===== config.mk =====
export PLATFORM = sky130hd
export DESIGN_NAME = i2cseq_top
export DESIGN_NICKNAME = d
export VERILOG_FILES = /design/src/rtl/i2cseq_pkg.sv /design/src/rtl/i2cseq_chunker.sv /design/src/rtl/i2cseq_timer.sv /design/src/rtl/i2cseq_top.sv
export SDC_FILE = /design/constraint.sdc
export NUM_CORES = 1
export LEC_CHECK = 0
export ABC_AREA = 1
export BUFFER_PORTS_ARGS = -buffer_cell sky130_fd_sc_hd__buf_2
export CORE_MARGIN = 2
export CORE_UTILIZATION = 60
export CTS_BUF_LIST = sky130_fd_sc_hd__clkbuf_8
export CTS_CLUSTER_DIAMETER = 200
export CTS_CLUSTER_SIZE = 28
export DETAILED_ROUTE_END_ITERATION = 7
export GPL_TIMING_DRIVEN = 0
export PLACE_DENSITY_LB_ADDON = 0.12
export SYNTH_ARGS = -nofsm -noshare
export SYNTH_HDL_FRONTEND = slang
export SYNTH_HIERARCHICAL = 1
export SYNTH_SLANG_ARGS = --single-unit

===== constraint.sdc =====
create_clock -name clk -period 2.9 [get_ports clk]
set_input_delay 0.435 -clock clk [delete_from_list [all_inputs] [get_ports clk]]
set_output_delay 0.435 -clock clk [all_outputs]
set_load 0.02 [all_outputs]

===== src/rtl/i2cseq_pkg.sv =====
package i2cseq_pkg;

    localparam int CHUNK_MAX = 4;
    localparam int CNT_W     = $clog2(CHUNK_MAX + 1);
    localparam int TCT_W     = $clog2(CHUNK_MAX);

    typedef enum logic [1:0] {
        ST_OK      = 2'd0,
        ST_COUNT   = 2'd1,
        ST_TIMEOUT = 2'd2,
        ST_EMPTY   = 2'd3
    } seq_status_e;

    typedef enum logic [3:0] {
        S_IDLE,
        S_LOAD,
        S_ISSUE,
        S_WAIT,
        S_UNLOAD,
        S_ABORT,
        S_FREEWAIT,
        S_RESET,
        S_DONE
    } seq_state_e;

    typedef struct packed {
        logic [TCT_W-1:0] tct;
        logic             rd;
        logic             chain;
        logic             rpt;
    } cmd_word_t;

    function automatic logic [TCT_W-1:0] encode_tct(input logic [CNT_W-1:0] n);
        return TCT_W'(n - CNT_W'(1));
    endfunction

endpackage


===== src/rtl/i2cseq_chunker.sv =====
module i2cseq_chunker
    import i2cseq_pkg::*;
#(
    parameter int LEN_W = 8
) (
    input  logic [LEN_W-1:0] remaining,
    output logic [CNT_W-1:0] chunk_cnt,
    output logic             chunk_last
);
    localparam logic [LEN_W-1:0] MAXC = LEN_W'(CHUNK_MAX);

    always_comb begin
        if (remaining >= MAXC) begin
            chunk_cnt = CNT_W'(CHUNK_MAX);
        end else begin
            chunk_cnt = CNT_W'(remaining);
        end
        chunk_last = (remaining <= MAXC);
    end
endmodule


===== src/rtl/i2cseq_timer.sv =====
module i2cseq_timer #(
    parameter int LIMIT = 16
) (
    input  logic clk,
    input  logic rst,
    input  logic run,
    output logic expired
);
    localparam int TW = $clog2(LIMIT + 1);
    localparam logic [TW-1:0] LAST = TW'(LIMIT - 1);

    logic [TW-1:0] count_q;

    always_ff @(posedge clk) begin
        if (rst || !run) begin
            count_q <= '0;
        end else if (count_q != LAST) begin
            count_q <= count_q + TW'(1);
        end
    end

    assign expired = run && (count_q == LAST);
endmodule


===== src/rtl/i2cseq_top.sv =====
module i2cseq_top
    import i2cseq_pkg::*;
#(
    parameter int LEN_W     = 8,
    parameter int TIMEOUT   = 1000,
    parameter int FREE_WAIT = 64
) (
    input  logic             clk,
    input  logic             rst,
    input  logic             msg_start,
    input  logic [LEN_W-1:0] msg_len,
    input  logic             msg_rd,
    input  logic             msg_comb,
    output logic             busy,
    output logic             msg_done,
    output logic [1:0]       msg_status,
    output logic             byte_load,
    output logic             byte_unload,
    output logic             cmd_valid,
    output logic [1:0]       cmd_tct,
    output logic             cmd_rd,
    output logic             cmd_chain,
    output logic             cmd_rpt,
    input  logic             eng_done,
    input  logic [2:0]       eng_count,
    output logic             eng_abort,
    input  logic             bus_free,
    output logic             soft_reset
);
    seq_state_e       state_q, state_d;
    logic [LEN_W-1:0] rem_q, rem_d;
    logic             rd_q, rd_d;
    logic             comb_q, comb_d;
    seq_status_e      stat_q, stat_d;
    logic [CNT_W-1:0] bidx_q, bidx_d;

    logic [CNT_W-1:0] chunk_cnt;
    logic             chunk_last;
    logic             tmo_exp, free_exp;
    logic             last_byte;
    cmd_word_t        cmd_w;

    i2cseq_chunker #(.LEN_W(LEN_W)) u_chunk (
        .remaining  (rem_q),
        .chunk_cnt  (chunk_cnt),
        .chunk_last (chunk_last)
    );

    i2cseq_timer #(.LIMIT(TIMEOUT)) u_tmo (
        .clk     (clk),
        .rst     (rst),
        .run     (state_q == S_WAIT),
        .expired (tmo_exp)
    );

    i2cseq_timer #(.LIMIT(FREE_WAIT)) u_free (
        .clk     (clk),
        .rst     (rst),
        .run     (state_q == S_FREEWAIT),
        .expired (free_exp)
    );

    assign last_byte = (bidx_q == chunk_cnt - CNT_W'(1));

    always_comb begin
        cmd_w.tct   = encode_tct(chunk_cnt);
        cmd_w.rd    = rd_q;
        cmd_w.chain = !chunk_last;
        cmd_w.rpt   = chunk_last && comb_q;
    end

    always_comb begin
        state_d = state_q;
        rem_d   = rem_q;
        rd_d    = rd_q;
        comb_d  = comb_q;
        stat_d  = stat_q;
        bidx_d  = bidx_q;
        unique case (state_q)
            S_IDLE: begin
                if (msg_start && (msg_len != '0)) begin
                    rem_d   = msg_len;
                    rd_d    = msg_rd;
                    comb_d  = msg_comb;
                    stat_d  = ST_OK;
                    bidx_d  = '0;
                    state_d = msg_rd ? S_ISSUE : S_LOAD;
                end
            end
            S_LOAD: begin
                bidx_d = bidx_q + CNT_W'(1);
                if (last_byte) begin
                    bidx_d  = '0;
                    state_d = S_ISSUE;
                end
            end
            S_ISSUE: begin
                state_d = S_WAIT;
            end
            S_WAIT: begin
                if (eng_done) begin
                    if (eng_count == chunk_cnt) begin
                        if (rd_q) begin
                            bidx_d  = '0;
                            state_d = S_UNLOAD;
                        end else begin
                            rem_d   = rem_q - LEN_W'(chunk_cnt);
                            state_d = chunk_last ? S_DONE : S_LOAD;
                        end
                    end else begin
                        stat_d  = ST_COUNT;
                        state_d = (!chunk_last || comb_q) ? S_ABORT : S_DONE;
                    end
                end else if (tmo_exp) begin
                    stat_d  = ST_TIMEOUT;
                    state_d = S_ABORT;
                end
            end
            S_UNLOAD: begin
                bidx_d = bidx_q + CNT_W'(1);
                if (last_byte) begin
                    bidx_d  = '0;
                    rem_d   = rem_q - LEN_W'(chunk_cnt);
                    state_d = chunk_last ? S_DONE : S_ISSUE;
                end
            end
            S_ABORT: begin
                state_d = S_FREEWAIT;
            end
            S_FREEWAIT: begin
                if (bus_free) begin
                    state_d = S_DONE;
                end else if (free_exp) begin
                    state_d = S_RESET;
                end
            end
            S_RESET: begin
                state_d = S_DONE;
            end
            S_DONE: begin
                state_d = S_IDLE;
            end
            default: begin
                state_d = S_IDLE;
            end
        endcase
    end

    always_ff @(posedge clk) begin
        if (rst) begin
            state_q <= S_IDLE;
            rem_q   <= '0;
            rd_q    <= 1'b0;
            comb_q  <= 1'b0;
            stat_q  <= ST_OK;
            bidx_q  <= '0;
        end else begin
            state_q <= state_d;
            rem_q   <= rem_d;
            rd_q    <= rd_d;
            comb_q  <= comb_d;
            stat_q  <= stat_d;
            bidx_q  <= bidx_d;
        end
    end

    logic empty_req;
    assign empty_req = (state_q == S_IDLE) && msg_start && (msg_len == '0);

    always_comb begin
        busy        = (state_q != S_IDLE);
        byte_load   = (state_q == S_LOAD);
        byte_unload = (state_q == S_UNLOAD);
        cmd_valid   = (state_q == S_ISSUE);
        eng_abort   = (state_q == S_ABORT);
        soft_reset  = (state_q == S_RESET);
        msg_done    = (state_q == S_DONE) || empty_req;
        if (state_q == S_DONE) begin
            msg_status = stat_q;
        end else if (empty_req) begin
            msg_status = ST_EMPTY;
        end else begin
            msg_status = 2'd0;
        end
        if (cmd_valid) begin
            cmd_tct   = cmd_w.tct;
            cmd_rd    = cmd_w.rd;
            cmd_chain = cmd_w.chain;
            cmd_rpt   = cmd_w.rpt;
        end else begin
            cmd_tct   = '0;
            cmd_rd    = 1'b0;
            cmd_chain = 1'b0;
            cmd_rpt   = 1'b0;
        end
    end
endmodule


== After elaboration in Yosys (flattened, before gate mapping) ==
Cells that the tools add are included.
Cells by class
  add/subtract/negate cells: 5
  magnitude comparators: 2
  equal/unequal tests: 24
  mux-type cells: 38
  reduce and logical (&&, ||, !) cells: 26
Operators by type and width (count)
  $mux W4: 12
  $mux W8: 5
  $pmux W4 S8: 1
  $pmux W8 S3: 1
  $mux W3: 6
  $eq A4 B3 Y1 const B: 4
  $mux W2: 8
  $add A10 B1 Y10 const B: 1
  $eq A10 B10 Y1 const B: 1
  $ne A10 B10 Y1 const B: 1
  $ne A2 B2 Y1 const B: 5
  $reduce_and A5 Y1: 2
  $ne A3 B3 Y1 const B: 3
  $pmux W3 S3: 1
  $eq A4 B2 Y1 const B: 2
  $ge A8 B3 Y1 const B: 1
  $le A8 B3 Y1 const B: 1
  $logic_not A8 Y1: 1
  $reduce_bool A8 Y1: 1
  $sub A8 B3 Y8: 1
  $add A7 B1 Y7 const B: 1
  $eq A7 B6 Y1 const B: 1
  $ne A7 B6 Y1 const B: 1
  $eq A3 B3 Y1: 2
  other kinds (18): 32
Storage, ports and cells
  bits in registers: 36
  input port bits: 18
  logic and storage cells: 103

== Longest topological paths before layout ==
Gate-level depths: netlist (run 1).
  depth in word-level cells: 7
  depth in mapped cells: 17

== By module ==
Netlist (run 1), hierarchy kept.
By module, submodules not included
  i2cseq_top: times used 1, cells an instance 273, area an instance 1599.0 sq um, sequential area each 380.4 sq um
  i2cseq_timer (u_tmo): times used 1, cells an instance 88, area an instance 585.6 sq um, sequential area each 200.2 sq um
  i2cseq_timer (u_free): times used 1, cells an instance 51, area an instance 374.1 sq um, sequential area each 140.1 sq um
  i2cseq_chunker: times used 1, cells an instance 14, area an instance 65.1 sq um, sequential area each 0.0 sq um

== Least setup slack after synthesis (run 1) ==
OpenSTA, ideal clock, no wires.
  kind: register -> register
  start point: register rem_q[3]
  end point: register state_q[0]
  library setup time: 0.071 ns
  arrival time: 2.137 ns
  data required time: 2.829 ns
  slack: 0.692 ns
  stages on the path, launching flop included: 14
  buffers on the path: 0
  clock period less this slack: 2.208 ns
  cell sequence: dfxtp_1 -> nor2_1 -> nand3_2 -> nor2_1 -> inv_1 -> ha_1 -> xnor2_1 -> nor2_1 -> nand2_1 -> nand2_1 -> nand2_2 -> nor2_1 -> nand2_1 -> a21oi_1
On the way
  elaborated cells between the ends (all ways): 17
RTL lines
  from (decl): line i2cseq_top.sv:31  | logic [LEN_W-1:0] rem_q, rem_d;
  from (signal assigned): line i2cseq_top.sv:159  | rem_q <= rem_d;
  $ge A8 B3 Y1 (*): line i2cseq_chunker.sv:13  | if (remaining >= MAXC) begin
  $mux W3 (*): line i2cseq_chunker.sv:13
  via chunk_cnt[2]: line i2cseq_top.sv:37  | logic [CNT_W-1:0] chunk_cnt;
  $sub A3 B1 Y3 or $eq A3 B3 Y1 (tied branches)
  $eq A3 B3 Y1 or $mux W4 (tied branches): line i2cseq_top.sv:63, i2cseq_top.sv:102
  $ne A2 B1 Y1 (no line) or $mux W4 (tied branches)
  $reduce_and A5 Y1 (no line) or $pmux W4 S8 (tied branches)
  to (signal assigned): line i2cseq_top.sv:158  | state_q <= state_d;
  to (decl): line i2cseq_top.sv:30  | seq_state_e state_q, state_d;
The timed path passes the listed nets; every way through them passes the cells marked *.
A chain may end at the register's enable or synchronous reset.

== Final worst setup path (run 1) ==
  start point: register rem_q[5]
  end point: register state_q[0]
Same word-level chain as after synthesis.

==> reports/metrics.csv, run 1 <==
stage,metric,value,unit
run_status,status,"finished, final reports clean",
cts,clock root cell,clkbuf_8,
critical_path,Worst Path Required,3.11,ns
floorplanning,IO Pins,32,
timing,Max Clk Rate,396,MHz
global_route,number of global-route vias before repair,2379,
timing,final hold violation count,0,
timing,RSZ-0062 raised after global routing,false,
placed_design,Post-DP HPWL,4.72,mm
routing,vias per inst,5.02,
routing,Routed wire per std cell,11.3,um
cells_and_area,Area growth syn-to-layout,11.4,%
min_path,Hold Crit Class,in -> reg,
global_route,M3 GR Usage,4.47,%
timing,Tcrit/Tclk final,87.0,%
pwr,Pwr Density,844,nW/um^2
pwr,Leak Pwr,1.40,nW
global_route,pin count of the biggest net entering global routing,11,
cts,"Reg clk slew, reported paths",0.07,ns
run,Max-cap violations,0,
synthesis,Mean Syn Cell Area,6.16,um^2
floorplanning,area of the core,4290,um^2
floorplanning,row cnt,24,
critical_path,CP Data Arrival Time,2.73,ns
critical_path,reg2reg path depth,13,
critical_path,CP Capture Type,register,
placed_design,Port Buffers,31,
synthesis,register area share after synthesis,27.5,%
routing,Post-DRT Antenna Nets,0,
synthesis,fraction of registers with async set/reset,0,%
critical_path,crit path max fanout,9,
floorplanning,Die W,70.1,um
timing,max-slew violations,0,
synthesis,Synth Flop Type,dfxtp_1,
cells_and_area,diodes inserted,0,
cells_and_area,Fill cells,414,
synthesis,syn_nets,452,
global_route,GRT Overall Usage,25.8,%
cts,post_cts resized,0,
timing,Tmin final,2.52,ns
routing,DRC errors left,0,
cts,H-tree lvl count,2,
cells_and_area,"commonest non-fill, non-tap cell in the layout",nand2_1,
synthesis,Post-synth EDFFs,0,
timing,TNS Setup,0,ns
timing,WHS,0.418,ns
placed_design,routability cong.,0.875,
critical_path,WS Path Type,reg -> reg,
synthesis,Synth cell types,30,
timing,Layout Skew,0.00479,ns
pwr,peak supply drop,0.316,mV
cts,post-CTS setup buffer count,0,
cts,CTS max path bufs,2,
critical_path,CP startpoint kind,register,
routing,vias post-DR,2589,
synthesis,synth warn,6,
cts,CTS tree,done,
global_route,met1 Resource Use GR,33.4,%
floorplanning,initial cell density of the core,61.1,%
global_route,initial antenna violation count,0,
synthesis,Syn Std Cell Area,2620,um^2
global_route,grt met2 use,45.0,%
global_route,global route overflow,0,
floorplanning,Vert. Die Dim,70.1,um
synthesis,Synth Register Bits,36,
cts,clk sinks,36,
cts,hold buffers post-CTS,0,
timing,final setup vio count,0,
cts,clock latency on the worst-skew pair,0.28,ns
cells_and_area,"commonest non-fill, non-tap cells in the layout","nand2_1, inv_1, nor2_1",
routing,first drt pass iteration count,5,
timing,Tightest Pin Transition,0.484,ns
global_route,GR peak layer,met2,
global_route,first-pass GRT wire length,10.4,mm
pwr,Final Power,2.47,mW
routing,Initial DRC Count,216,
cells_and_area,fraction of layout cells with a size suffix above 1,15.3,%
routing,final wirelength,5.81,mm
floorplanning,die area,4920,um^2
cells_and_area,fin nets,490,
cts,Num CTS Buffers,5,
synthesis,Gate Count Post-Synth,426,
min_path,WHS Path Cells,2,
timing,Rel. slew slack,67.6,%
[kinds of logic (layout without fill, tap and decap cells)]
family | Yosys count | in the layout | synth area share [%]
simple gates | 242 | 242 | 43.5
buf+inv | 77 | 115 | 11.3
compound gates | 55 | 55 | 11.0
flops | 36 | 36 | 27.5
fa+ha+maj | 8 | 8 | 4.10
xor+xnor | 8 | 8 | 2.67
[metrics by stage]
stage	cells	utilization (%)	instance area, um^2	setup WS (ns)
after detailed placement	509	66.2	2840	0.280
after floorplan	426	-	2620	0.692
final	516	68.1	2920	0.376
after global placement	509	66.2	2840	0.307
after CTS	516	68.0	2920	0.268
after global routing	516	68.1	2920	0.102
[cell type report]
cell class / count / area (um^2) / area share [%]
repair buffers: 31 / 155 / 5.31
multi-input cells: 313 / 1610 / 55.1
flip-flops and latches: 36 / 721 / 24.6
clock buffers: 5 / 68.8 / 2.35
clock inverters: 2 / 8.76 / 0.300
well taps: 52 / 65.1 / 2.23
plain buffers: 1 / 10.0 / 0.342
inverters: 76 / 285 / 9.76
[cell usage after synthesis, types with 6 or more instances]
master	number	area, um^2
nand2_1	119	447
ha_1	7	87.6
nand3_1	24	120
dfxtp_1	36	721
nor2_1	53	199
nor2_4	6	67.6
inv_1	73	274
nor3_1	8	40.0
a21oi_1	25	125
o21ai_0	21	105
nand2_2	8	50.1
nand4_1	8	50.1
[final timing paths]
| path | slack [ns] | from | to |
|---|---|---|---|
| max | 0.38 | rem_q[5] | state_q[0] |
| min | 0.42 | rst | rem_q[4] |
| max reg2reg | 0.38 | rem_q[5] | state_q[0] |
| min reg2reg | 0.50 | comb_q | comb_q |
[sequential cells by signal, indices dropped and copies added, names as in the netlist]
| register | count |
|---|---|
| stat_q | 2 |
| comb_q | 1 |
| rd_q | 1 |
| u_tmo/count_q | 10 |
| rem_q | 8 |
| u_free/count_q | 7 |
| bidx_q | 3 |
| state_q | 4 |
[layer usage]
| metal | part of all wire (%) | up-vias | wire length (um) |
|---|---|---|---|
| li1 | - | 1414 | - |
| met1 | 47 | 1116 | 2730 |
| met2 | 48 | 52 | 2790 |
| met3 | 3.9 | 7 | 229 |
| met4 | 1.1 | 0 | 63 |
| met5 | 0 | - | 0 |
[worst max-delay path: stages, from the launching register on]
cell,delay [ns]
dfxtp_1,0.37
nor2_2,0.14
nand3_2,0.15
nor2_2,0.23
inv_1,0.09
ha_1,0.33
xnor2_1,0.13
nor2_1,0.08
nand2_1,0.14
nand2_1,0.11
nand2_2,0.15
nor2_1,0.29
nand2_1,0.09
a21oi_1,0.15
[where the power goes]
| group | leakage, nW | switching, mW | internal, mW |
|---|---|---|---|
| logic | 1.06 | 0.960 | 0.489 |
| clock network | 0.0452 | 0.171 | 0.160 |
| registers | 0.293 | 0.0998 | 0.588 |
| total | 1.40 | 1.23 | 1.24 |
Note: power is estimated with default switching activity, not from simulation.
==> inputs of run 2 (changes only) <==
--- a/config.mk
+++ b/config.mk
@@ -5,7 +5,6 @@
 export SDC_FILE = /design/constraint.sdc
 export NUM_CORES = 1
 export LEC_CHECK = 0
-export ABC_AREA = 1
 export BUFFER_PORTS_ARGS = -buffer_cell sky130_fd_sc_hd__buf_2
 export CORE_MARGIN = 2
 export CORE_UTILIZATION = 60
==> run 2 against run 1 <==
Against the previous run: sequential cell count unchanged; count of clock-buffer cells in the layout unchanged; register-to-register slack got worse by 0.24 ns; synthesized cell count decreased by 31%; total power increased by 8.0%; cell count decreased by 25%; maximum frequency decreased by 8.7%; global-route usage decreased by 0.21 points; area after synthesis decreased by 2.9%; largest cell class unchanged; largest power group unchanged.
==> reports/metrics.csv, run 2 <==
stage,metric,value,unit
floorplanning,IO Pins,32,
synthesis,Synth cell types,81,
synthesis,register area share after synthesis,28.3,%
routing,final wirelength,5.80,mm
placed_design,routability cong.,0.898,
global_route,first-pass GRT wire length,10.0,mm
critical_path,CP Cell Sequence,or3_4 -> nor4_4 -> inv_2 -> ha_1 -> xnor3_1 -> a311oi_4 -> a211oi_1 -> a21boi_0 -> o21ba_2,
floorplanning,Die W,69.2,um
floorplanning,Vert. Die Dim,69.2,um
run_status,status,"finished, final reports clean",
cells_and_area,"commonest non-fill, non-tap cells in the layout","buf_2, dfxtp_1, nor2_1",
synthesis,post-synth top area cell,dfxtp_1,
routing,Routed wire per std cell,15.1,um
timing,final hold violation count,0,
timing,Tmin final,2.76,ns
global_route,pin count of the biggest net entering global routing,13,
cts,"Reg clk slew, reported paths",0.08,ns
critical_path,FF-to-FF Start,rem_q[3],
synthesis,fraction of registers with async set/reset,0,%
timing,Layout Skew,0.00781,ns
synthesis,Mean Syn Cell Area,8.66,um^2
synthesis,top-count cell post-synth,dfxtp_1,
timing,RSZ-0062 raised after global routing,false,
synthesis,syn_nets,320,
routing,Initial DRC Count,183,
global_route,initial antenna violation count,0,
cells_and_area,diodes inserted,0,
routing,Post-DRT Antenna Nets,0,
timing,final setup vio count,0,
routing,DRC errors left,0,
critical_path,Worst Path Required,3.09,ns
timing,Tcrit/Tclk final,95.3,%
cells_and_area,Reg area,721,um^2
pwr,Pwr Density,911,nW/um^2
synthesis,Synth Register Bits,36,
floorplanning,die area,4780,um^2
critical_path,CP startpoint kind,register,
critical_path,crit path max fanout,6,
timing,Tightest Pin Transition,0.745,ns
routing,vias post-DR,2380,
critical_path,CP Capture Type,register,
timing,Rel. slew slack,49.6,%
cts,clock latency on the worst-skew pair,0.29,ns
cells_and_area,post-route cell area,2930,um^2
cells_and_area,multi-input logic area,1740,um^2
critical_path,WP buf/inv,1,
synthesis,Post-synth EDFFs,0,
synthesis,Gate Count Post-Synth,294,
critical_path,CP startpoint,rem_q[3],
cts,Num CTS Buffers,5,
cells_and_area,Fill cells,331,
placed_design,Post-DP HPWL,4.31,mm
cts,clock root cell,clkbuf_8,
floorplanning,area of the core,4060,um^2
synthesis,Synth top cells by count,"dfxtp_1, nor2_1, a21oi_1",
synthesis,synth warn,6,
global_route,global route overflow,0,
global_route,number of global-route vias before repair,2156,
cts,hold buffers post-CTS,0,
pwr,peak supply drop,0.578,mV
critical_path,CP Data Arrival Time,2.95,ns
synthesis,post-synth top area share,28.3,%
cts,H-tree lvl count,2,
routing,vias per inst,6.18,
min_path,hold_sp,msg_comb,
floorplanning,initial cell density of the core,62.8,%
timing,Max Clk Rate,362,MHz
floorplanning,row cnt,23,
routing,first drt pass iteration count,4,
cells_and_area,fraction of layout cells with a size suffix above 1,25.1,%
run,Max-cap violations,0,
critical_path,Slowest cell on crit path,or3_4,
global_route,GRT Overall Usage,25.6,%
pwr,Leak Pwr,1.16,nW
cells_and_area,Regs by FF count,"u_tmo/count_q: 10 flops, rem_q: 8 flops, u_free/count_q: 7 flops",
cells_and_area,Area growth syn-to-layout,14.9,%
cells_and_area,"Core Util, Final",72.1,%
cts,CTS tree,done,
critical_path,CP top delay family,compound AO/OA/AOI/OAI gates,
timing,max-slew violations,0,
synthesis,top post-synthesis cells by area,"dfxtp_1, mux2i_1, a21oi_1",
synthesis,Synth Flop Type,dfxtp_1,
cells_and_area,fin nets,360,
cells_and_area,max reg flops,10,
timing,TNS Setup,0,ns
synthesis,Syn Std Cell Area,2550,um^2
cells_and_area,Largest Register,u_tmo/count_q,
placed_design,placed inst area,2770,um^2
critical_path,Slowest Stage Delay on Critical Path,0.44,ns
pwr,Final Power,2.67,mW
min_path,Hold Crit Class,in -> reg,
cts,clk sinks,36,
critical_path,WS Path Type,reg -> reg,
cts,CTS max path bufs,2,
placed_design,Port Buffers,31,
run 2: cell type report:
class | instances | share of cell area (%)
well taps | 50 | 2.14
repair buffers | 33 | 5.81
multi-input cells | 228 | 59.3
flip-flops and latches | 36 | 24.6
clock inverters | 3 | 0.641
clock buffers | 5 | 2.35
plain buffers | 13 | 2.91
inverters | 17 | 2.18
run 2: tightest hold or removal path, stage by stage:
cell and delay [ns]:
buf_2 0.07, mux2i_1 0.05, nor2_1 0.07
run 2: per-stage QoR:
step	std cells	hold WS (ns)	worst slack (ns)
2_1_floorplan	294	0.426	0.158
3_3_place_gp	375	0.432	-0.118
3_5_place_dp	375	0.435	-0.157
4_1_cts	383	0.374	0.0200
5_1_grt	385	0.377	0.00834
6_report	385	0.378	0.137
run 2: path summary, 6_finish.rpt:
path                             to  slack (ns)  cells after the start
setup reg to reg         state_q[1]        0.14                      9
setup / recovery         state_q[1]        0.14                      9
hold / removal               comb_q        0.38                      3
hold reg to reg   u_free/count_q[6]        0.44                      1
run 2: where the power goes:
group | total (mW) | switching [mW] | internal, mW
clock | 0.361 | 0.194 | 0.167
sequential | 0.645 | 0.0805 | 0.564
combinational | 1.66 | 0.948 | 0.711
run 2: timing repair:
item	CTS	global route
resized for setup	4	4
pin swaps	0	2
endpoints found under the setup margin	7	7
setup buffers	0	2
run 2: kinds of logic (layout without fill, tap and decap cells):
group | count (synthesis) | count (layout) | share of synthesized area (%)
compound gates | 83 | 83 | 24.9
xor+xnor | 9 | 9 | 3.63
fa+ha+maj | 8 | 8 | 4.22
buf+inv | 30 | 71 | 5.84
flops | 36 | 36 | 28.3
mux | 15 | 15 | 5.99
simple gates | 113 | 113 | 27.2
run 2: per-layer routing:
layer,part of all wire (%),GRT usage (%)
met5,0,0
met4,1.6,9.37
met3,6.2,4.82
met2,46,40.4
met1,46,34.9
